==> src/rtl/srq_pkg.sv <==
package srq_pkg;
  typedef enum logic [1:0] {
    RX_IDLE  = 2'd0,
    RX_START = 2'd1,
    RX_DATA  = 2'd2,
    RX_STOP  = 2'd3
  } rx_state_e;
endpackage

==> src/rtl/srq_bit_sampler.sv <==
module srq_bit_sampler
  import srq_pkg::*;
#(
  parameter int OVS = 16,
  parameter int DW  = 8
) (
  input  logic          clk,
  input  logic          rst_n,
  input  logic          line_i,
  input  logic          tick_i,
  output logic          char_vld_o,
  output logic [DW-1:0] char_o,
  output logic          stop_bad_o
);
  localparam int TW = $clog2(OVS);
  localparam int BW = $clog2(DW);
  localparam logic [TW-1:0] T_HALF = TW'(OVS/2 - 1);
  localparam logic [TW-1:0] T_FULL = TW'(OVS - 1);
  localparam logic [BW-1:0] B_LAST = BW'(DW - 1);

  rx_state_e       st_q;
  logic [TW-1:0]   tcnt_q;
  logic [BW-1:0]   bcnt_q;
  logic [DW-1:0]   shreg_q;
  logic            sync1_q, sync2_q, last_q;

  always_ff @(posedge clk or negedge rst_n) begin
    if (!rst_n) begin
      sync1_q <= 1'b1;
      sync2_q <= 1'b1;
    end else begin
      sync1_q <= line_i;
      sync2_q <= sync1_q;
    end
  end

  always_ff @(posedge clk or negedge rst_n) begin
    if (!rst_n) begin
      st_q       <= RX_IDLE;
      tcnt_q     <= '0;
      bcnt_q     <= '0;
      shreg_q    <= '0;
      last_q     <= 1'b0;
      char_vld_o <= 1'b0;
      char_o     <= '0;
      stop_bad_o <= 1'b0;
    end else begin
      char_vld_o <= 1'b0;
      if (tick_i) begin
        unique case (st_q)
          RX_IDLE: begin
            last_q <= sync2_q;
            if (last_q && !sync2_q) begin
              st_q   <= RX_START;
              tcnt_q <= '0;
            end
          end
          RX_START: begin
            if (tcnt_q == T_HALF) begin
              tcnt_q <= '0;
              bcnt_q <= '0;
              if (sync2_q) begin
                st_q   <= RX_IDLE;
                last_q <= 1'b1;
              end else begin
                st_q <= RX_DATA;
              end
            end else begin
              tcnt_q <= tcnt_q + 1'b1;
            end
          end
          RX_DATA: begin
            if (tcnt_q == T_FULL) begin
              tcnt_q  <= '0;
              shreg_q <= {sync2_q, shreg_q[DW-1:1]};
              if (bcnt_q == B_LAST) st_q <= RX_STOP;
              else                  bcnt_q <= bcnt_q + 1'b1;
            end else begin
              tcnt_q <= tcnt_q + 1'b1;
            end
          end
          RX_STOP: begin
            if (tcnt_q == T_FULL) begin
              tcnt_q     <= '0;
              char_vld_o <= 1'b1;
              char_o     <= shreg_q;
              stop_bad_o <= !sync2_q;
              last_q     <= sync2_q;
              st_q       <= RX_IDLE;
            end else begin
              tcnt_q <= tcnt_q + 1'b1;
            end
          end
          default: st_q <= RX_IDLE;
        endcase
      end
    end
  end


  one_pulse_chk: assert property (@(posedge clk) disable iff (!rst_n)
    char_vld_o |=> !char_vld_o);


  start_reject_chk: assert property (@(posedge clk) disable iff (!rst_n)
    (st_q == RX_START) && tick_i && (tcnt_q == T_HALF) && sync2_q |=> (st_q == RX_IDLE) && !char_vld_o);
endmodule

==> src/rtl/srq_fifo.sv <==
module srq_fifo #(
  parameter int DEPTH = 64,
  parameter int DW    = 8
) (
  input  logic                       clk,
  input  logic                       rst_n,
  input  logic                       push_i,
  input  logic [DW-1:0]              din_i,
  input  logic                       pop_i,
  output logic [DW-1:0]              dout_o,
  output logic [$clog2(DEPTH):0]     count_o,
  output logic                       full_o
);
  localparam int AW = $clog2(DEPTH);
  localparam logic [AW:0] FULL_CNT = (AW+1)'(DEPTH);

  logic [DW-1:0] mem_q [DEPTH];
  logic [AW-1:0] wr_q, rd_q;
  logic [AW:0]   cnt_q;
  logic          do_wr, do_rd;

  assign full_o  = (cnt_q == FULL_CNT);
  assign do_wr   = push_i && !full_o;
  assign do_rd   = pop_i && (cnt_q != '0);
  assign dout_o  = mem_q[rd_q];
  assign count_o = cnt_q;

  always_ff @(posedge clk) begin
    if (do_wr) mem_q[wr_q] <= din_i;
  end

  always_ff @(posedge clk or negedge rst_n) begin
    if (!rst_n) begin
      wr_q  <= '0;
      rd_q  <= '0;
      cnt_q <= '0;
    end else begin
      if (do_wr) wr_q <= wr_q + 1'b1;
      if (do_rd) rd_q <= rd_q + 1'b1;
      case ({do_wr, do_rd})
        2'b10:   cnt_q <= cnt_q + 1'b1;
        2'b01:   cnt_q <= cnt_q - 1'b1;
        default: cnt_q <= cnt_q;
      endcase
    end
  end


  no_overflow_chk: assert property (@(posedge clk) disable iff (!rst_n)
    cnt_q <= FULL_CNT);


  full_keep_chk: assert property (@(posedge clk) disable iff (!rst_n)
    full_o && push_i && !pop_i |=> full_o && $stable(rd_q));
endmodule

==> src/rtl/srq_irq_gen.sv <==
module srq_irq_gen #(
  parameter int DEPTH = 64
) (
  input  logic [1:0]             sel_i,
  input  logic                   en_i,
  input  logic [$clog2(DEPTH):0] count_i,
  output logic                   irq_o
);
  localparam int CW = $clog2(DEPTH) + 1;
  localparam logic [CW-1:0] LVL0 = CW'(1);
  localparam logic [CW-1:0] LVL1 = CW'(DEPTH / 4);
  localparam logic [CW-1:0] LVL2 = CW'(DEPTH / 2);
  localparam logic [CW-1:0] LVL3 = CW'(DEPTH - DEPTH / 8);

  logic [CW-1:0] level;

  always_comb begin
    unique case (sel_i)
      2'd0:    level = LVL0;
      2'd1:    level = LVL1;
      2'd2:    level = LVL2;
      default: level = LVL3;
    endcase
  end

  assign irq_o = en_i && (count_i >= level);


  always_comb begin
    disabled_quiet_chk: assert (en_i || !irq_o);
  end
endmodule

==> src/rtl/serial_rx_queue.sv <==
module serial_rx_queue #(
  parameter int DEPTH = 64,
  parameter int OVS   = 16
) (
  input  logic                       clk,
  input  logic                       rst_n,
  input  logic                       rx_line,
  input  logic                       tick16,
  input  logic [1:0]                 thresh_sel,
  input  logic                       irq_en,
  input  logic                       err_clr,
  output logic                       rxq_valid,
  input  logic                       rxq_ready,
  output logic [7:0]                 rxq_data,
  output logic [$clog2(DEPTH):0]     fill_count,
  output logic                       irq,
  output logic                       overrun,
  output logic                       frame_err
);
  localparam int DW = 8;

  logic          ch_vld, ch_stop_bad, q_full;
  logic [DW-1:0] ch_data;
  logic          ovr_q, ferr_q;

  srq_bit_sampler #(.OVS(OVS), .DW(DW)) u_sampler (
    .clk        (clk),
    .rst_n      (rst_n),
    .line_i     (rx_line),
    .tick_i     (tick16),
    .char_vld_o (ch_vld),
    .char_o     (ch_data),
    .stop_bad_o (ch_stop_bad)
  );

  srq_fifo #(.DEPTH(DEPTH), .DW(DW)) u_fifo (
    .clk     (clk),
    .rst_n   (rst_n),
    .push_i  (ch_vld),
    .din_i   (ch_data),
    .pop_i   (rxq_valid && rxq_ready),
    .dout_o  (rxq_data),
    .count_o (fill_count),
    .full_o  (q_full)
  );

  srq_irq_gen #(.DEPTH(DEPTH)) u_irq (
    .sel_i   (thresh_sel),
    .en_i    (irq_en),
    .count_i (fill_count),
    .irq_o   (irq)
  );

  assign rxq_valid = (fill_count != '0);

  always_ff @(posedge clk or negedge rst_n) begin
    if (!rst_n) begin
      ovr_q  <= 1'b0;
      ferr_q <= 1'b0;
    end else begin
      if (ch_vld && q_full)          ovr_q <= 1'b1;
      else if (err_clr)              ovr_q <= 1'b0;
      if (ch_vld && ch_stop_bad)     ferr_q <= 1'b1;
      else if (err_clr)              ferr_q <= 1'b0;
    end
  end

  assign overrun   = ovr_q;
  assign frame_err = ferr_q;


  ovr_set_chk: assert property (@(posedge clk) disable iff (!rst_n)
    ch_vld && q_full |=> overrun);


  ferr_set_chk: assert property (@(posedge clk) disable iff (!rst_n)
    ch_vld && ch_stop_bad |=> frame_err);


  stall_hold_chk: assert property (@(posedge clk) disable iff (!rst_n)
    rxq_valid && !rxq_ready |=> rxq_valid && $stable(rxq_data));
endmodule

==> config.mk <==
export PLATFORM = sky130hd
export DESIGN_NAME = serial_rx_queue
export DESIGN_NICKNAME = d
export VERILOG_FILES = /design/src/rtl/srq_pkg.sv /design/src/rtl/srq_bit_sampler.sv /design/src/rtl/srq_fifo.sv /design/src/rtl/srq_irq_gen.sv /design/src/rtl/serial_rx_queue.sv
export SDC_FILE = /design/constraint.sdc
export NUM_CORES = 1
export LEC_CHECK = 0
export BUFFER_PORTS_ARGS = -buffer_cell sky130_fd_sc_hd__buf_2
export CORE_ASPECT_RATIO = 1.5
export CORE_UTILIZATION = 48
export CTS_CLUSTER_SIZE = 14
export DETAILED_ROUTE_END_ITERATION = 10
export GPL_ROUTABILITY_DRIVEN = 0
export GPL_TIMING_DRIVEN = 0
export PLACE_DENSITY = 0.66
export REMOVE_ABC_BUFFERS = 1
export SLEW_MARGIN = 20
export SYNTH_ARGS = -nofsm -noshare
export SYNTH_HDL_FRONTEND = slang
export SYNTH_HIERARCHICAL = 1
export SYNTH_SLANG_ARGS = --single-unit
==> constraint.sdc <==
create_clock -name clk -period 3.2 [get_ports clk]
set_clock_uncertainty 0.15 [all_clocks]
set_input_delay 0.64 -clock clk [delete_from_list [all_inputs] [get_ports clk]]
set_output_delay 0.64 -clock clk [all_outputs]
set_load 0.02 [all_outputs]
Word level (Yosys, flattened, before mapping)

Memories as Yosys holds them, arrays and structs flattened.
Cells that the tools add are included.

Flip-flop bits (word level): 51
RAM bits: 512
Input bits: 9
Output and inout port bits: 19
Word-level logic and storage cells: 94
Memories kept: 1

$add $sub $neg: 6
Magnitude comparators: 1
Equality and inequality tests: 18
Multiplexer cells: 29
Reductions and logical operators: 24

Memory list:

| memory       | depth | width | rd ports | clocked after memory_dff | write ports | line           | text |
|---|---|---|---|---|---|---|---|
| u_fifo.mem_q | 64    | 8     | 1        | 0                        | 1           | srq_fifo.sv:17 | `logic [DW-1:0] mem_q [DEPTH];` |

Operator list:

| cell                  | number |
|---|---|
| $pmux W6 S3           | 1 |
| $pmux W7 S2           | 1 |
| $add A6 B1 Y6 const B | 2 |
| $mux W2               | 6 |
| $mux W4               | 3 |
| $ne A2 B1 Y1 const B  | 6 |
| $pmux W4 S3           | 1 |
| $mux W1               | 11 |
| $reduce_and A5 Y1     | 2 |
| $mux W3               | 3 |
| $eq A2 B2 Y1 const B  | 4 |
| $pmux W2 S4           | 1 |
| $reduce_bool A2 Y1    | 4 |
| $add A7 B1 Y7 const B | 1 |
| $eq A7 B7 Y1 const B  | 1 |
| $ge A7 B6 Y1          | 1 |
| $logic_and A1 B1 Y1   | 7 |
| $reduce_bool A7 Y1    | 1 |
| $sub A7 B1 Y7 const B | 1 |
| $eq A2 B1 Y1 const B  | 3 |
| $pmux W3 S2           | 1 |
| $reduce_and A3 Y1     | 2 |
| $reduce_and A6 Y1     | 1 |
| $add A4 B1 Y4 const B | 1 |
| other kinds (11)      | 13 |

Longest topological paths before layout

Gate-level depths: netlist (run 1).

Word-level depth: 5
Depth in mapped cells: 12
Gate-level depth less buffers: 11

Hierarchy

Netlist (run 1), hierarchy kept.

By module, submodules not included:

| module          | instances | cells each | area an instance (um^2) | sequential area each (um^2) |
|---|---|---|---|---|
| srq_fifo        | 1         | 1052       | 21094.0                 | 15850.2 |
| srq_bit_sampler | 1         | 98         | 1342.5                  | 753.2 |
| srq_irq_gen     | 1         | 14         | 111.4                   | 0.0 |
| serial_rx_queue | 1         | 12         | 103.8                   | 50.0 |

Worst setup path after synthesis (run 1)

Ideal clock, no wire load.

Path type: register to register
Start: reg u_fifo.cnt_q[5], in the netlist u_fifo/count_o[5]
End: reg u_fifo.cnt_q[5], in the netlist u_fifo/count_o[5]
Setup time: 0.136 ns
Arrival: 2.788 ns
Data required time: 2.914 ns
Slack: 0.126 ns
Stages on the path, launching flop included: 12
Path buffers: 1
Clock period less this slack: 3.074 ns
Path through: dfrtp_1 > nor4_1 > nand2_1 > o21a_1 > clkbuf_1 > ha_1 > ha_1 > a21o_1 > a21o_1 > a21oi_1 > nor4_1 > or3b_2

Cells in the longest elaborated chain, start to end: 5
Elaborated cells between the ends (all ways): 12
Those cells by class: add/sub: 2; eq/ne: 3; mux: 1; reduce/logical: 6

Ends and longest elaborated chain:

| what                                                     | line                                  | text |
|---|---|---|
| start, declared                                          | srq_fifo.sv:19                        | `logic [AW:0] cnt_q;` |
| start signal, assigned                                   | srq_fifo.sv:41                        | `2'b10: cnt_q <= cnt_q + 1'b1;` |
| start signal, assigned                                   | srq_fifo.sv:42                        | `2'b01: cnt_q <= cnt_q - 1'b1;` |
| start signal, assigned                                   | srq_fifo.sv:43                        | `default: cnt_q <= cnt_q;` |
| $reduce_bool A7 Y1 (*)                                   | srq_fifo.sv:24, serial_rx_queue.sv:54 |  |
| $logic_and A1 B1 Y1                                      | serial_rx_queue.sv:41                 | `.pop_i (rxq_valid && rxq_ready),` |
| $logic_and A1 B1 Y1 (*)                                  | srq_fifo.sv:24                        | `assign do_rd = pop_i && (cnt_q != '0);` |
| via u_fifo.do_rd                                         | srq_fifo.sv:20                        | `logic do_wr, do_rd;` |
| $eq A2 B1 Y1 / $eq A2 B2 Y1 (equally long branches)      | srq_fifo.sv:40                        | `case ({do_wr, do_rd})` |
| $pmux W7 S2 / $reduce_bool A2 Y1 (equally long branches) | --                                    |  |

The timed path passes the listed nets; every way through them passes the cells marked *.
A chain may end at the register's enable or synchronous reset.

Worst setup path after layout (run 1)

Start: reg u_fifo.rd_q[0]
End: out rxq_data[4]

Cells in the longest elaborated chain, start to end: 1

Ends and longest elaborated chain:

| what                   | line                  | text |
|---|---|---|
| start, declared        | srq_fifo.sv:18        | `logic [AW-1:0] wr_q, rd_q;` |
| start signal, assigned | srq_fifo.sv:39        | `if (do_rd) rd_q <= rd_q + 1'b1;` |
| $mem_v2 Z64 W8         | --                    |  |
| end, declared          | serial_rx_queue.sv:14 | `output logic [7:0] rxq_data,` |

Every way passes these cells.

==> results of run 1 <==
==> area by class of cell <==
type                            count  area [µm²]  area share
Tap cell                          594         743      0.0278
Clock inverter                     20         144     0.00538
Multi-Input combinational cell    534        6420       0.240
Sequential cell                   563       16700       0.624
Clock buffer                       66        1370      0.0513
Timing Repair Buffer              101        1300      0.0488
Inverter                           20        75.1     0.00281
==> flip-flops by register name, summed over array words and instances, names as in the netlist, named ones only <==
signal and count:
u_sampler/sync2_q 1, u_fifo/wr_q 6, u_sampler/tcnt_q 4, u_sampler/bcnt_q 3, u_fifo/rd_q 6, frame_err 1
u_sampler/char_vld_o 1, overrun 1, u_sampler/last_q 1, u_sampler/sync1_q 1, u_sampler/stop_bad_o 1, u_fifo/mem_q 512
u_sampler/char_o 8, u_fifo/count_o 7, u_sampler/shreg_q 8, u_sampler/st_q 1
==> cell families after synthesis <==
kind of cell / count (synthesis) / synth area share
AOI/OAI and AO/OA: 133 / 0.0430
buffers and inverters: 80 / 0.0215
muxes: 213 / 0.151
and+or+nand+nor: 157 / 0.0348
xor gates and xnor gates: 14 / 0.00541
adders and majority gates: 16 / 0.00917
DFF: 563 / 0.735
==> through the flow <==
stage / worst slack, ns / cells / TNS, ns
final: -0.517 / 1898 / -3.92
after global routing: -0.577 / 1898 / -4.34
after CTS: -0.547 / 1877 / -5.96
after detailed placement: -1.16 / 1750 / -71.63
after global placement: -7.89 / 1737 / -127.02
after floorplan: -4.91 / 1116 / -58.91
==> layout by cell type (no fill, tap or decap), types with 11 or more instances in the layout <==
| master | count |
|---|---|
| nor2_1 | 35 |
| o22ai_1 | 11 |
| clkbuf_1 | 11 |
| edfxtp_1 | 512 |
| mux2_2 | 19 |
| a22oi_1 | 12 |
| o22ai_2 | 15 |
| buf_2 | 21 |
| mux4_2 | 92 |
| buf_16 | 12 |
| a211oi_4 | 19 |
| o21ai_0 | 11 |
| mux2i_2 | 13 |
| nor2_2 | 16 |
| mux2i_1 | 73 |
| nand2_1 | 20 |
| buf_12 | 15 |
| clkbuf_16 | 54 |
| nor2_4 | 21 |
| buf_4 | 35 |
| ha_1 | 14 |
| inv_1 | 20 |
| dfrtp_1 | 36 |
==> where the power goes <==
part,switching [µW],internal [µW],leakage [µW]
logic,3120,2920,0.00267
clock network,2560,3090,0.000742
registers,345,8050,0.00507
total,6020,14100,0.00848
==> what timing repair did <==
action                     in CTS  in global routing
setup endpoints to repair     346                367
cloned                          8                  3
pin swaps                      25                 27
hold endpoints to repair       50                  0
resized for setup             145                 74
setup buffers                  31                 18
hold buffers                    2                  0
==> routing by layer <==
| layer | part of all wire | wire [µm] | GRT usage |
|---|---|---|---|
| met3 | 0.051 | 2610 | 0.0253 |
| met2 | 0.52 | 26700 | 0.365 |
| met1 | 0.39 | 19700 | 0.277 |
| met5 | 0 | 0 | 0 |
| met4 | 0.042 | 2150 | 0.110 |
==> worst min path at each step <==
stage,start,endpoint,slack [ns]
finish,err_clr,overrun,0.14
global route,err_clr,overrun,0.14
CTS,err_clr,overrun,0.11
detailed placement,u_sampler/sync1_q,u_sampler/sync2_q,0.20
global placement,u_sampler/sync1_q,u_sampler/sync2_q,0.20
floorplan,rst_n,frame_err,0.19
==> results_dict.tcl, run 1 <==
set metrics [dict create \
    syn_area_mm2 0.0227 \
    hpwl_um 30100 \
    place_area_mm2 0.0235 \
    core_mm2 0.0466 \
    p_per_area_mw_per_mm2 751 \
    drtPass1Iterations 7 \
    antenna_found_initial 0 \
    cp.depth 7 \
    drc 0 \
    clkSinkCount 563 \
    synth_cell_types 72 \
    wirelength_um 51200 \
    crit_buf_inv 3 \
    cap_violations 0 \
    cp_data_required_time_ns 2.41 \
    min_period_ns 3.72 \
    synth_area_per_cell_um2 19.3 \
    critPathTopFamily "multiplexers" \
    reg2reg_depth 10 \
    synth-edff-count 512 \
    start_util 0.486 \
    fin_util 0.574 \
    drv_slew 0 \
    via_per_inst 6.09 \
    die_w_um 179 \
    cp.arrival_ns 2.93 \
    yosys_warnings 6 \
    crit_fanout 11 \
    overflow 0 \
    crit_end "rxq_data[4]" \
    crit_chain "buf_12 > bufbuf_16 > mux4_2 > mux2i_4 > a22oi_1 > and3_1 > buf_2" \
    crit_type "register to output pin" \
    wl_per_cell_um 27.0 \
    path_clk_slew_ns 0.06 \
    fmax_ghz 0.269 \
    cp-end-kind "output pin" \
    yosysTopAreaCellShare 0.679 \
    failed_checks "setup timing" \
    synth_flop_cell "edfxtp_1" \
    p_leak_uw 0.00848 \
    design_area_mm2 0.0267 \
    fillers 3392 \
    crit_slowest_cell "mux4_2" \
    synthTopCellsByCount "512 x edfxtp_1, 95 x mux2i_1, 87 x mux4_2" \
    rows 97 \
    dr.first_iter.drc_count 1051 \
    synth.area.top_cells "edfxtp_1 68%, mux4_2 8.7%, dfrtp_1 5.4%" \
    setup_slack_ns -0.517 \
    rsz0062_at_grt "true" \
    synthCells 1176 \
    worst_slew_pin_slew_ns 0.833 \
    ir_worst_vdd_mv 0.500 \
    min_path_cells 2 \
    port_buffers 27 \
    r2r_setup_slack_ns 0.07 \
    power_uw 20100 \
    startpoint_type "register" \
    final_antenna_net_count 0 \
    synth_most_common_cell "edfxtp_1" \
    status "finished, violations left" \
    cp_slowest_stage_delay_ns 0.56 \
    whs_ns 0.137 \
    clock_latency_ns 0.58 \
    crit_start "u_fifo/rd_q[0]" \
    fin_crit_sh 1.16 \
    clk_path_buf_depth 3 \
    cts_tree "done" \
    clockRootBuffer "clkbuf_16" \
    ys_ff_latch 563 \
    ys_seq_area_frac 0.735 \
    hold_path.class "primary input to register" \
    drive_above_1_share 0.337 \
    layout.nets 1295 \
    grt_pass1_wl_um 75200 \
    htree_levels 2 \
    grt_use_total 0.217 \
    synth_top_cell_by_area "edfxtp_1" \
    grt_start_max_net_pins 66 \
    setup_viol 8 \
    die_area_mm2 0.0481 \
    dr_total_vias 11600 \
    die-height_um 268 \
    r2r-start "u_fifo/count_o[5]" \
    ios 28 \
    cts_inserted_buffers 50 \
    grt_pass1_vias 11700 \
    syn2layout_area_growth_pct 18.1 \
    relSlewSlack 0.443 \
    diodes 0 \
    async_reset_ff_frac 0.0906 \
    regToRegEndpoint "u_fifo/count_o[5]" \
    hold_violations 0 \
]
No activity file was read; power rests on OpenSTA's default activity.
==> run 2: changes to the inputs <==
--- a/config.mk
+++ b/config.mk
@@ -5,6 +5,7 @@
 export SDC_FILE = /design/constraint.sdc
 export NUM_CORES = 1
 export LEC_CHECK = 0
+export ABC_AREA = 1
 export BUFFER_PORTS_ARGS = -buffer_cell sky130_fd_sc_hd__buf_2
 export CORE_ASPECT_RATIO = 1.5
 export CORE_UTILIZATION = 48
==> run 2 against run 1 <==
Net effect:
- the flow still finishes with violations (setup timing)
- critical path type unchanged
- sequential share of layout area is 3.3 points lower
- clock-buffer cell count is 7 higher
- synthesized cell count is 95% higher
- global-route usage is 4.5 points higher
==> results_dict.tcl, run 2 <==
set metrics [dict create \
    setup_viol 8 \
    synth_most_common_cell "nand2_1" \
    start_util 0.488 \
    die_area_mm2 0.0517 \
    p_per_area_mw_per_mm2 875 \
    cap_violations 0 \
    synth.area.top_cells "edfxtp_1 63%, nand2_1 12%, nand3_1 6.0%" \
    relSlewSlack 0.370 \
    dr.first_iter.drc_count 1512 \
    failed_checks "setup timing" \
    clk_path_buf_depth 3 \
    reg2reg_depth 8 \
    synthCells 2294 \
    cp.arrival_ns 2.74 \
    mostFrequentLayoutCell "nand2_1" \
    crit_fanout 7 \
    status "finished, violations left" \
    largest_reg_flops 512 \
    startpoint_type "register" \
    path_clk_slew_ns 0.06 \
    fmax_ghz 0.284 \
    grt_start_max_net_pins 66 \
    regToRegEndpoint "u_fifo/mem_q[39][4]" \
    design_area_mm2 0.0283 \
    yosys_warnings 6 \
    ys_seq_area_frac 0.684 \
    core_mm2 0.0499 \
    cp-end-kind "output pin" \
    drtPass1Iterations 7 \
    drc 0 \
    hp-start "rx_line" \
    rsz0062_at_grt "true" \
    hpwl_um 32700 \
    r2r_setup_slack_ns 0.09 \
    synth_flop_cell "edfxtp_1" \
    setup_slack_ns -0.327 \
    p_leak_uw 0.0111 \
    htree_levels 2 \
    die_w_um 186 \
    drv_slew 0 \
    rows 100 \
    grt_pass1_vias 16700 \
    hold_violations 0 \
    syn_area_mm2 0.0244 \
    hold_path.class "primary input to register" \
    drive_above_1_share 0.138 \
    crit_type "register to output pin" \
    wl_per_cell_um 21.8 \
    grt_pass1_wl_um 98800 \
    antenna_found_initial 1 \
    cp_data_required_time_ns 2.41 \
    min_period_ns 3.53 \
    port_buffers 27 \
    reg.largest.list "u_fifo/mem_q: 512 flops, u_sampler/char_o: 8 flops, u_sampler/shreg_q: 8 flops" \
    mostFrequentLayoutCells "744 x nand2_1, 512 x edfxtp_1, 246 x nand3_1" \
    clkSinkCount 563 \
    cts_inserted_buffers 49 \
    min_path_cells 1 \
    overflow 0 \
    whs_endpoint "u_sampler/sync1_q" \
    crit_start "u_fifo/rd_q[0]" \
    worst_slew_pin_slew_ns 0.946 \
    whs_ns 0.0306 \
    clockRootBuffer "clkbuf_16" \
    dr_total_vias 17000 \
    top_register "u_fifo/mem_q" \
    fin_crit_sh 1.10 \
    fin_tns_setup_ns -2.45 \
    synth_cell_types 40 \
    die-height_um 278 \
    syn2layout_area_growth_pct 16.1 \
    clock_latency_ns 0.56 \
    ios 28 \
    fillers 4006 \
    diodes 0 \
    synth_area_per_cell_um2 10.6 \
    via_per_inst 5.60 \
    async_reset_ff_frac 0.0906 \
    grt_use_total 0.262 \
    synthTopCellsByCount "771 x nand2_1, 512 x edfxtp_1, 290 x nand3_1" \
    place_area_mm2 0.0251 \
    ys_ff_latch 563 \
    r2r-start "u_fifo/count_o[1]" \
    layout.nets 2368 \
    pre_cts_ws_ns -1.24 \
    cts_tree "done" \
    ir_worst_vdd_mv 0.734 \
    wirelength_um 66200 \
    yosysTopAreaCellShare 0.631 \
    synth-edff-count 512 \
    synth_top_cell_by_area "edfxtp_1" \
    final_antenna_net_count 0 \
]
run 2: worst max path at each step:
stage / to / slack [ns]
2_1_floorplan: rxq_data[0] / -6.83
3_3_place_gp: rxq_data[7] / -15.15
3_5_place_dp: rxq_data[0] / -1.24
4_1_cts: rxq_data[6] / -0.39
5_1_grt: rxq_data[2] / -0.40
6_report: rxq_data[2] / -0.33
run 2: cell type report:
| type | instances | area (µm²) | area share |
|---|---|---|---|
| clock buffer | 73 | 1340 | 0.0474 |
| clock inverter | 12 | 103 | 0.00363 |
| inverter | 221 | 888 | 0.0314 |
| multi-input combinational | 1401 | 6770 | 0.239 |
| sequential | 563 | 16700 | 0.591 |
| tap | 663 | 830 | 0.0293 |
| timing repair buffer | 101 | 1570 | 0.0555 |
| timing repair inverter | 6 | 81.3 | 0.00288 |
run 2: routing by layer:
metal,up-vias,GRT usage,wire length [µm]
li1,7761,-,-
met1,8291,0.313,23700
met2,763,0.448,33600
met3,196,0.0288,4520
met4,0,0.162,4350
met5,-,0,0
run 2: cell families (layout without fill, tap and decap cells):
logic type                 after synthesis  count (layout)  share of synthesized area
AOI/OAI and AO/OA                      122             122                     0.0310
xor gates and xnor gates                16              16                    0.00575
adders and majority gates               16              16                    0.00853
buffers and inverters                  330             413                     0.0565
DFF                                    563             563                      0.684
and+or+nand+nor                       1247            1247                      0.215
run 2: critical path, cell delays in order (launching register included):
cell       delay (ns)
dfrtp_4          0.50
buf_16           0.15
buf_16           0.14
clkinv_16        0.08
buf_16           0.14
buf_12           0.12
buf_16           0.15
buf_4            0.12
nand2_1          0.04
nand2_1          0.06
nand2_2          0.06
nand3_2          0.08
nand3_2          0.09
nand2_2          0.11
nand3_2          0.07
nand2_2          0.11
buf_6            0.12
run 2: repair_timing:
item,CTS,global route
hold buffers,1,0
setup buffers,39,3
endpoints found under the setup margin,136,9
endpoints found under the hold margin,49,0
resized for setup,145,35
pin swaps,39,20
cloned,28,0
run 2: through the flow:
stage	utilization	instances	power [µW]
5_1_grt	0.566	3040	25700
3_5_place_dp	0.502	2884	15900
3_3_place_gp	0.496	2875	14300
4_1_cts	0.563	3037	24400
6_report	0.566	3040	24700
2_1_floorplan	-	2185	13100
run 2: power breakdown:
group          total, µW  internal, µW  switching (µW)
combinational      10800          4010            6830
clock               5530          3040            2490
sequential          8360          8050             314
==> run 3: changes to the inputs <==
--- a/config.mk
+++ b/config.mk
@@ -5,14 +5,12 @@
 export SDC_FILE = /design/constraint.sdc
 export NUM_CORES = 1
 export LEC_CHECK = 0
-export ABC_AREA = 1
 export BUFFER_PORTS_ARGS = -buffer_cell sky130_fd_sc_hd__buf_2
 export CORE_ASPECT_RATIO = 1.5
 export CORE_UTILIZATION = 48
 export CTS_CLUSTER_SIZE = 14
 export DETAILED_ROUTE_END_ITERATION = 10
 export GPL_ROUTABILITY_DRIVEN = 0
-export GPL_TIMING_DRIVEN = 0
 export PLACE_DENSITY = 0.66
 export REMOVE_ABC_BUFFERS = 1
 export SLEW_MARGIN = 20
==> run 3 against run 2 <==
Net effect:
- the run still ends with setup timing left
- highest routed layer unchanged
- via count is 30% lower
- cell count is 35% lower
- fmax is 4.3% lower
- combinational power is 46% lower
==> results_dict.tcl, run 3 (synthesis results as in run 1) <==
set metrics [dict create \
    wirelength_um 52400 \
    ios 28 \
    syn2layout_area_growth_pct 18.2 \
    layout.nets 1370 \
    pre_cts_ws_ns -0.0644 \
    worst_slew_pin_slew_ns 0.994 \
    reg.largest.list "u_fifo/mem_q: 512 flops, u_sampler/char_o: 8 flops, u_sampler/shreg_q: 8 flops" \
    clk_path_buf_depth 3 \
    largest_reg_flops 512 \
    seqCellArea_mm2 0.0167 \
    p_per_area_mw_per_mm2 752 \
    overflow 0 \
    diodes 0 \
    design_area_mm2 0.0268 \
    p_int_uw 14300 \
    r2r-start "u_fifo/count_o[0]" \
    clock_latency_ns 0.57 \
    p_switching_uw 5830 \
    multi_input_area_mm2 0.00595 \
    cp-end-kind "output pin" \
    antenna_found_initial 0 \
    swShare 0.290 \
    hpwl_um 32900 \
    power_frac_clock 0.295 \
    hold_path.class "primary input to asynchronous set/reset pin" \
    p_leak_uw 0.00886 \
    fillers 3440 \
    drtPass1Iterations 7 \
    hold_violations 0 \
    final_antenna_net_count 0 \
    grt_use_total 0.226 \
    drive_above_1_share 0.334 \
    cts_inserted_buffers 51 \
    critPathTopFamily "flip-flops" \
    rows 97 \
    crit_type "register to output pin" \
    status "finished, violations left" \
    reg2reg_depth 6 \
    via_per_inst 6.04 \
    cp.arrival_ns 2.89 \
    crit_slowest_cell "dfrtp_4" \
    ir_worst_vdd_mv 0.559 \
    wl_per_cell_um 26.6 \
    mostFrequentLayoutCell "edfxtp_1" \
    failed_checks "setup timing" \
    clkSinkCount 563 \
    seqPwrFrac 0.415 \
    cts_tree "done" \
    fin_tns_setup_ns -3.40 \
    cap_violations 0 \
    r2r_setup_slack_ns 0.20 \
    drv_slew 0 \
    grt_pass1_vias 12400 \
    port_buffers 27 \
    core_mm2 0.0466 \
    startpoint_type "register" \
    top_register "u_fifo/mem_q" \
    die_area_mm2 0.0481 \
    rsz0062_at_grt "true" \
    setup_slack_ns -0.484 \
    clockRootBuffer "clkbuf_16" \
    fmax_ghz 0.271 \
    crit_chain "buf_12 > buf_16 > mux4_2 > a211oi_4 > a22oi_2 > and3_1 > buf_6" \
    crit_fanout 8 \
    place_area_mm2 0.0242 \
    min_period_ns 3.68 \
    die_w_um 179 \
    fin_crit_sh 1.15 \
    crit_buf_inv 3 \
    cp_slowest_stage_delay_ns 0.58 \
    setup_viol 8 \
    regToRegEndpoint "u_fifo/mem_q[30][5]" \
    grt_pass1_wl_um 78200 \
    dr_total_vias 11900 \
    fin_util 0.575 \
    dr.first_iter.drc_count 1025 \
    mostFrequentLayoutCells "512 x edfxtp_1, 116 x buf_4, 93 x mux4_2" \
    grt_start_max_net_pins 66 \
    cp_data_required_time_ns 2.41 \
    power_frac_comb 0.290 \
    start_util 0.486 \
    htree_levels 2 \
    relSlewSlack 0.338 \
    die-height_um 268 \
    path_clk_slew_ns 0.06 \
    drc 0 \
]
-- run 3: stage by stage --
| step | hold slack (ns) | total power [µW] | std cells |
|---|---|---|---|
| global route | 0.132 | 20800 | 1973 |
| floorplan | 0.194 | 11000 | 1116 |
| detailed placement | 0.199 | 12900 | 1866 |
| global placement | 0.197 | 12900 | 1866 |
| finish | 0.0642 | 20100 | 1973 |
| CTS | 0.0839 | 20000 | 1974 |
-- run 3: power groups by stage --
stage                     clock network, µW  logic (µW)  registers [µW]
final                                  5940        5840            8360
after global routing                   6270        6150            8370
after CTS                              6040        5660            8320
after detailed placement                  0        4470            8440
after global placement                    0        4420            8440
after floorplan                           0        2100            8910
-- run 3: how the worst max path moves through the flow --
stage | cells after the start | to | start
2_1_floorplan | 4 | rxq_data[0] | u_fifo/rd_q[0]
3_3_place_gp | 6 | rxq_data[0] | u_fifo/rd_q[0]
3_5_place_dp | 8 | rxq_data[5] | u_fifo/rd_q[3]
4_1_cts | 9 | rxq_data[2] | u_fifo/rd_q[0]
5_1_grt | 7 | rxq_data[0] | u_fifo/rd_q[0]
6_report | 7 | rxq_data[2] | u_fifo/rd_q[0]
-- run 3: layer usage --
metal,GRT usage,share of wire
met1,0.278,0.38
met2,0.395,0.52
met3,0.0316,0.058
met4,0.0947,0.048
met5,0,0
-- run 3: what timing repair did --
action | CTS | global route
hold buffers | 1 | 0
pin swaps | 22 | 20
setup buffers | 11 | 0
hold endpoints to repair | 1 | 0
cloned | 9 | 1
setup endpoints to repair | 8 | 13
gates resized for setup | 92 | 38
-- run 3: area by class of cell --
type,instances,share of cell area
clock buffer,64,0.0499
tap,594,0.0278
timing repair buffer,176,0.0647
multi-input combinational,533,0.222
clock inverter,23,0.00977
sequential,563,0.623
inverter,20,0.00280
-- run 3: worst register-to-register path: stages (launching register included) --
cell	delay, ns
dfrtp_1	0.53
nor4_4	0.06
a31oi_1	0.23
buf_4	0.19
and2_1	0.19
nand2_1	0.45
nor2_1	0.84
